## src/rtl/dac_fe_pkg.sv

```systemverilog
package dac_fe_pkg;
  parameter int unsigned BIN_W = 10;
  parameter int unsigned SEG_W = 4;
  localparam int unsigned CODE_W = BIN_W + SEG_W;
  localparam int unsigned N_CELLS = (1 << SEG_W) - 1;
endpackage

```

## src/rtl/dac_fe_capture.sv

```systemverilog
module dac_fe_capture #(
  parameter int unsigned W = 14
) (
  input  logic         clk,
  input  logic         rst,
  input  logic [W-1:0] d_i,
  output logic [W-1:0] q_o
);
  always_ff @(posedge clk) begin
    if (rst) q_o <= '0;
    else     q_o <= d_i;
  end
endmodule

```

## src/rtl/dac_fe_therm.sv

```systemverilog
module dac_fe_therm #(
  parameter int unsigned SEG_W = 4,
  localparam int unsigned N = (1 << SEG_W) - 1
) (
  input  logic [SEG_W-1:0] field_i,
  output logic [N-1:0]     en_o
);
  for (genvar k = 0; k < N; k++) begin : g_cell
    assign en_o[k] = (field_i > SEG_W'(k));
  end
endmodule

```

## src/rtl/dac_fe_update.sv

```systemverilog
module dac_fe_update #(
  parameter int unsigned BIN_W = 10,
  parameter int unsigned SEG_W = 4,
  localparam int unsigned CW = BIN_W + SEG_W,
  localparam int unsigned N = (1 << SEG_W) - 1
) (
  input  logic          clk,
  input  logic          rst,
  input  logic [CW-1:0] word_i,
  input  logic [N-1:0]  en_i,
  output logic [BIN_W-1:0] ladder_o,
  output logic [N-1:0]  cell_en_o,
  output logic [CW-1:0] iout_o,
  output logic [CW-1:0] iout_n_o,
  output logic          seg_step_o
);
  localparam logic [CW-1:0] FULL = '1;

  logic [SEG_W-1:0] seg_q;

  always_ff @(posedge clk) begin
    if (rst) begin
      ladder_o   <= '0;
      cell_en_o  <= '0;
      iout_o     <= '0;
      iout_n_o   <= FULL;
      seg_q      <= '0;
      seg_step_o <= 1'b0;
    end else begin
      ladder_o   <= word_i[BIN_W-1:0];
      cell_en_o  <= en_i;
      iout_o     <= word_i;
      iout_n_o   <= FULL - word_i;
      seg_q      <= word_i[CW-1:BIN_W];
      seg_step_o <= (word_i[CW-1:BIN_W] != seg_q);
    end
  end

  // the enables hold only a run of ones starting at bit 0
  p_therm_contig_r4: assert property (@(posedge clk) disable iff (rst)
    ((cell_en_o & (cell_en_o + N'(1))) == '0));

  // the true and complementary models sum to full scale minus one
  p_sum_full_r5: assert property (@(posedge clk) disable iff (rst)
    ((CW+1)'(iout_o) + (CW+1)'(iout_n_o) == (CW+1)'(FULL)));

  // the true model matches cells times 1024 plus the ladder field
  p_model_match_r8: assert property (@(posedge clk) disable iff (rst)
    (((CW'($countones(cell_en_o))) << BIN_W) + CW'(ladder_o) == iout_o));

  // the flag is raised only when the segment field moved
  p_step_real_r7: assert property (@(posedge clk) disable iff (rst)
    $rose(seg_step_o) |-> (iout_o[CW-1:BIN_W] != $past(iout_o[CW-1:BIN_W])));
endmodule

```

## src/rtl/dac_front_end.sv

```systemverilog
module dac_front_end #(
  parameter int unsigned BIN_W = dac_fe_pkg::BIN_W,
  parameter int unsigned SEG_W = dac_fe_pkg::SEG_W,
  localparam int unsigned CW = BIN_W + SEG_W,
  localparam int unsigned N = (1 << SEG_W) - 1
) (
  input  logic             clk,
  input  logic             rst,
  input  logic [CW-1:0]    code_i,
  output logic [BIN_W-1:0] ladder_o,
  output logic [N-1:0]     cell_en_o,
  output logic [CW-1:0]    iout_o,
  output logic [CW-1:0]    iout_n_o,
  output logic             seg_step_o
);
  logic [CW-1:0] held;
  logic [N-1:0]  en_dec;

  dac_fe_capture #(.W(CW)) u_capture (
    .clk(clk), .rst(rst), .d_i(code_i), .q_o(held)
  );

  dac_fe_therm #(.SEG_W(SEG_W)) u_therm (
    .field_i(held[CW-1:BIN_W]), .en_o(en_dec)
  );

  dac_fe_update #(.BIN_W(BIN_W), .SEG_W(SEG_W)) u_update (
    .clk(clk), .rst(rst), .word_i(held), .en_i(en_dec),
    .ladder_o(ladder_o), .cell_en_o(cell_en_o), .iout_o(iout_o),
    .iout_n_o(iout_n_o), .seg_step_o(seg_step_o)
  );

  // the output word is the input word from two edges earlier
  p_two_edge_r2: assert property (@(posedge clk) disable iff (rst)
    (!$past(rst) && !$past(rst, 2)) |-> (iout_o == $past(code_i, 2)));

  // the ladder field is the low part of the output word
  p_ladder_low_r3: assert property (@(posedge clk) disable iff (rst)
    (!$past(rst) && !$past(rst, 2)) |-> (ladder_o == $past(code_i[BIN_W-1:0], 2)));
endmodule

```

## config.mk

```make
export PLATFORM = sky130hd
export DESIGN_NAME = dac_front_end
export DESIGN_NICKNAME = d
export VERILOG_FILES = /design/src/rtl/dac_fe_pkg.sv /design/src/rtl/dac_fe_capture.sv /design/src/rtl/dac_fe_therm.sv /design/src/rtl/dac_fe_update.sv /design/src/rtl/dac_front_end.sv
export SDC_FILE = /design/constraint.sdc
export NUM_CORES = 1
export LEC_CHECK = 0
export ABC_AREA = 1
export BUFFER_PORTS_ARGS = -buffer_cell sky130_fd_sc_hd__buf_4
export CAP_MARGIN = 40
export CORE_ASPECT_RATIO = 0.5
export CORE_MARGIN = 4
export CORE_UTILIZATION = 45
export CTS_CLUSTER_DIAMETER = 50
export DETAILED_ROUTE_END_ITERATION = 7
export PLACE_DENSITY = 0.7
export SYNTH_ARGS = -nofsm -noshare
export SYNTH_HDL_FRONTEND = slang
export SYNTH_HIERARCHICAL = 1
export SYNTH_SLANG_ARGS = --single-unit
```

## constraint.sdc

```tcl
create_clock -name clk -period 1.1 [get_ports clk]
set_input_delay 0.11 -clock clk [delete_from_list [all_inputs] [get_ports clk]]
set_output_delay 0.11 -clock clk [all_outputs]
set_load 0.02 [all_outputs]
```

==> results of run 1 <==
[state kept, by name (all words and copies together), names as in the netlist]
| name | cells |
|---|---|
| u_update/seg_step_o | 1 |
| u_update/ladder_o | 9 |
| u_capture/q_o | 14 |
| u_update/iout_n_o | 14 |
| u_update/cell_en_o | 15 |
| u_update/iout_o | 5 |
[area by class of cell]
type                            count  area share
Multi-Input combinational cell     78       0.127
Tap cell                           54      0.0250
Clock buffer                       11      0.0560
Sequential cell                    58       0.430
Timing Repair Buffer               84       0.245
Clock inverter                      5      0.0371
Inverter                           57      0.0792
[stage by stage]
step / utilization / instance area (um^2)
6_report: 0.692 / 2700
5_1_grt: 0.692 / 2700
3_3_place_gp: 0.594 / 2320
2_1_floorplan: - / 1830
3_5_place_dp: 0.594 / 2320
4_1_cts: 0.692 / 2700
[where the power goes]
group	total (W)	internal (W)	leakage (nW)	switching, W
Clock	0.00240	0.00162	0.129	0.000780
Combinational	0.000466	0.000213	0.836	0.000253
Sequential	0.00224	0.00220	0.479	0.0000453
Total	0.00511	0.00403	1.44	0.00108
[placed cells by master (no fill, tap or decap)]
cell type      instances
a21oi_1                1
a21oi_2                1
buf_4                 71
bufinv_16              3
clkbuf_8              11
clkinv_2               2
dfxtp_1               58
dlygate4sd3_1         13
inv_1                 48
inv_2                  9
nand2_1               30
nand2_2                3
nand3_1                1
nor2_1                36
nor2_4                 4
o21ai_0                1
o21ai_2                1
[cell families after synthesis]
family | share of synthesized area
AOI/OAI and AO/OA | 0.0151
buffers and inverters | 0.177
DFF | 0.635
and+or+nand+nor | 0.173
[repair_timing]
item | CTS | global route
hold buffers | 13 | 0
endpoints found under the hold margin | 13 | 0
resized for setup | 0 | 0
setup endpoints to repair | 0 | 0
[layer usage]
metal	global-route usage	routed length, um	vias to the layer above
li1	-	-	725
met5	0	0	-
met4	0.102	83	0
met1	0.130	1360	604
met3	0.0566	218	7
met2	0.278	1850	34
[synth_stat cells]
cell / number
inv_1: 48
o21ai_2: 1
dfxtp_1: 58
buf_6: 2
a21oi_2: 1
nand2_1: 30
clkbuf_1: 1
nor2_1: 36
buf_4: 11
inv_2: 9
o21ai_0: 1
nand3_1: 1
a21oi_1: 1
nand2_2: 3
nor2_4: 4
[how the worst max path moves through the flow]
stage | endpoint | cells after the start
3_3_place_gp | u_update/seg_step_o | 5
5_1_grt | u_update/seg_step_o | 5
6_report | iout_o[11] | 1
3_5_place_dp | u_update/seg_step_o | 5
4_1_cts | iout_o[11] | 1
2_1_floorplan | u_update/seg_step_o | 5
==> run summary, run 1 <==
Period Utilization, post-route: 0.873
syn_nets: 223
DR iter-0 viols: 28
WS Path Type: reg2out
slowest CP cell: dfxtp_1
Max Clock Skew: 0.00353 ns
area share of the largest cell type after synthesis: 0.635
Hold Path Origin: code_i[12]
gr usage total: 0.145
final worst setup slack: 0.140 ns
worst rel slew slack: 0.815
Worst setup EP type: output port
Critical Path Max Stage Delay: 0.37 ns
top cell family by delay on the critical path: flip-flops
minimum clock period after layout: 0.960 ns
die span in y: 53.1 um
Post-Synthesis Cells: 207
synth warn: 6
max-slew violation count: 0
largest cells by area after synthesis: dfxtp_1 (64%), inv_1 (9.9%), nor2_1 (7.4%)
worst slew pin tran: 0.277 ns
core area: 0.00390 mm^2
clock tree buffer depth: 2
Detailed Route WL: 3510 um
Area Growth Syn to Fin: 47.8%
first-pass GRT wire length: 5540 um
RSZ-0062 raised after global routing: no
initial antenna violation count: 0
Synth area leader: dfxtp_1
Mapped Area: 0.00183 mm^2
Critical Path Start Type: flop
routed via count: 1370
hpwl dp: 2440 um
# setup viols final: 0
number of max-cap violations: 0
area of the multi-input gates: 344 um^2
worst r2r dst: u_update/seg_step_o
Worst Hold Path Cells: 3
FF-to-FF path depth: 5
starting density of the core: 0.468
CTS Root Cell: clkbuf_8
Final #Nets: 304
CTS buffer count: 9
PwrDens: 1890 mW/mm^2
worst endpoint required time: 0.99 ns
clk sinks: 58
TritonCTS clock tree: done
DR vias/cell: 3.95
LEAKAGE: 1.44 nW
Final Total Pwr: 0.00511 W
placed insts: 318
Yosys cell types: 15
Routed WL per cell: 10.1 um
reg2reg start: u_capture/q_o[11]
syn_area_per_cell: 8.83 um^2
Pre-antenna DRT Iters: 4
Seq cells post-synth: 58
htree depth: 3
clock-pin slew on the worst setup and hold paths: 0.06 ns
die width: 98.1 um
cells along the critical path: buf_4
destination of the worst hold path: u_capture/q_o[12]
Max Fanout on Critical Path: 3
Inserted Diodes: 0
largest net degree at the start of global routing: 16
Hold Fails Final Rpt: 0
drt drc: 0
area of the die: 0.00521 mm^2
Peak VDD IR: 0.960 mV
number of fill cells: 315
io pins: 70
crit path DAT: 0.85 ns
status: complete, no violations
share of cells above drive strength 1: 0.358
Final TNS setup: 0 ns
worst min-delay path class: in2reg
RePlAce Congestion: 0.846
worst setup path start: u_update/iout_o[11]
antenna-violating nets left: 0
Fmax: 1040 MHz
reg2reg setup slack: 0.14 ns
Post-CTS Setup Inserts: 0
row count: 16
vias in the first global route: 1300
worst-skew pair later-pin latency: 0.33 ns
Placement Setup Slack: 0.139 ns
Hold Slack: 0.0312 ns
Storage cell area: 0.00116 mm^2
register area share after synthesis: 0.635
port buffer count: 69
Non-Filler Instances: 347
Buf/Inv on CP: 1
total grt overflow: 0
Note: power is estimated with default switching activity, not from simulation.
==> run 2: changes to the inputs <==
ABC_AREA = not set   (was 1)
==> run 2 against run 1 <==
Net effect: total power shrank 9.3%; wire length shrank 10%; via count shrank 15%; clock power shrank 20%; setup slack lost 0.047 ns; critical path depth grew 1; die area grew 1.6%.
==> run summary, run 2 <==
cells along the critical path: or3_1, nor2b_1
commonest non-fill, non-tap cell in the layout: buf_4
vias in the first global route: 1162
first-pass GRT wire length: 4930 um
share of cells above drive strength 1: 0.483
Mapped Area: 0.00186 mm^2
max-slew violation count: 0
FF-to-FF path depth: 2
Top reg by flops: u_update/cell_en_o
Max Fanout on Critical Path: 12
Fmax: 993 MHz
CTS Root Cell: clkbuf_8
Area Growth Syn to Fin: 43.9%
routed via count: 1161
worst slew pin tran: 0.364 ns
Worst setup EP type: flop
number of max-cap violations: 0
DR vias/cell: 3.95
synth warn: 6
core area: 0.00394 mm^2
DR iter-0 viols: 35
die width: 99.0 um
Period Utilization, post-route: 0.916
# setup viols final: 0
port buffer count: 69
worst-skew pair later-pin latency: 0.32 ns
number of synthesized flops with an enable pin: 0
Main synth FF type: dfxtp_1
clk sinks: 58
LEAKAGE: 1.25 nW
asr flop ratio synth: 0
antenna-violating nets left: 0
met3 WL: 245 um
count leader, synth: dfxtp_1
syn_area_per_cell: 11.8 um^2
worst rel slew slack: 0.757
Hold Slack: 0.167 ns
total grt overflow: 0
CTS buffer count: 9
Routed WL per cell: 10.7 um
PwrDens: 1730 mW/mm^2
Hold Fails Final Rpt: 0
Post-Synthesis Cells: 158
starting density of the core: 0.472
Met2 Routed Length: 1680 um
syn_nets: 174
commonest cells after routing, fill and taps aside: buf_4 (69), dfxtp_1 (56), nor2b_2 (17), nor2b_1 (17), inv_1 (15)
io pins: 70
Max Clock Skew: 0.00456 ns
met1 wire length: 1210 um
clock-pin slew on the worst setup and hold paths: 0.06 ns
die span in y: 53.5 um
htree depth: 3
worst min-delay path class: in2reg
max FFs per register: 15
RSZ-0062 raised after global routing: no
Detailed Route WL: 3140 um
area of the die: 0.00529 mm^2
Peak VDD IR: 1.05 mV
Synth area leader: dfxtp_1
largest net degree at the start of global routing: 30
crit path DAT: 1.20 ns
Worst Hold Path Cells: 2
initial antenna violation count: 0
Seq cells post-synth: 58
Yosys cell types: 26
Pre-antenna DRT Iters: 4
register area share after synthesis: 0.624
Synth top cells by count: dfxtp_1 (58), nor2b_1 (17), nor2b_2 (17)
max layer used: met4
RePlAce Congestion: 0.692
clock tree buffer depth: 2
TritonCTS clock tree: done
hpwl dp: 2180 um
Critical Path Start Type: flop
drt drc: 0
area share of the largest cell type after synthesis: 0.624
Post-CTS Setup Inserts: 0
Final TNS setup: 0 ns
post-route core utilization: 0.679
slowest CP cell: dfxtp_1
biggest regs: u_update/cell_en_o x15, u_capture/q_o x14, u_update/iout_n_o x14
Final #Nets: 251
WS Path Type: reg2reg
Critical Path Max Stage Delay: 0.41 ns
largest cells by area after synthesis: dfxtp_1 (62%), nor2b_2 (8.0%), nor2b_1 (5.7%)
worst endpoint required time: 1.30 ns
Inserted Diodes: 0
minimum clock period after layout: 1.01 ns
row count: 16
status: complete, no violations
gr usage total: 0.127
## run 2: stage by stage
step / std cells / setup slack, ns / cell area [um^2] / total power (W)
2_1_floorplan: 158 / 0.0792 / 1860 / 0.00256
3_5_place_dp: 264 / 0.0586 / 2330 / 0.00272
5_1_grt: 294 / 0.0149 / 2680 / 0.00483
3_3_place_gp: 264 / 0.0891 / 2330 / 0.00271
6_report: 294 / 0.0926 / 2680 / 0.00463
4_1_cts: 294 / 0.0349 / 2680 / 0.00470
## run 2: final timing paths
| path | from | slack [ns] | endpoint |
|---|---|---|---|
| max reg2reg | u_capture/q_o[12] | 0.09 | u_update/cell_en_o[1] |
| max | u_capture/q_o[12] | 0.09 | u_update/cell_en_o[1] |
| min reg2reg | u_capture/q_o[8] | 0.41 | u_update/iout_n_o[8] |
| min | rst | 0.17 | u_capture/q_o[6] |
## run 2: cell families after synthesis
family / count (synthesis) / share of synthesized area
AOI/OAI and AO/OA: 7 / 0.0289
xor gates and xnor gates: 4 / 0.0188
buffers and inverters: 34 / 0.105
DFF: 58 / 0.624
and+or+nand+nor: 55 / 0.224
## run 2: repair_timing
action                                  CTS  global route
gates resized for setup                   0             2
endpoints found under the setup margin    0             1
endpoints found under the hold margin    14             0
hold buffers                             14             0
## run 2: worst max-delay path, delay by kind of cell, from the launching register on
family           cells  cell delay, ns
and+or+nand+nor      2            0.47
DFF                  1            0.41
## run 2: cell type report
type / instances / area, um^2
flip-flops and latches: 58 / 1160
clock inverters: 5 / 52.6
inverters: 16 / 60.1
repair buffers: 84 / 678
clock buffers: 11 / 151
multi-input cells: 66 / 505
well taps: 54 / 67.6
fillers: 305 / 1260
## run 2: layer usage
metal	vias up	global-route usage
met2	34	0.240
met4	0	0.0680
met1	513	0.109
met5	-	0
met3	2	0.0750
li1	612	-
## run 2: power by group
| group | internal, W | total (W) | switching [W] |
|---|---|---|---|
| Combinational | 0.000251 | 0.000464 | 0.000213 |
| Sequential | 0.00220 | 0.00225 | 0.0000521 |
| Clock | 0.00116 | 0.00192 | 0.000764 |
| Total | 0.00360 | 0.00463 | 0.00103 |
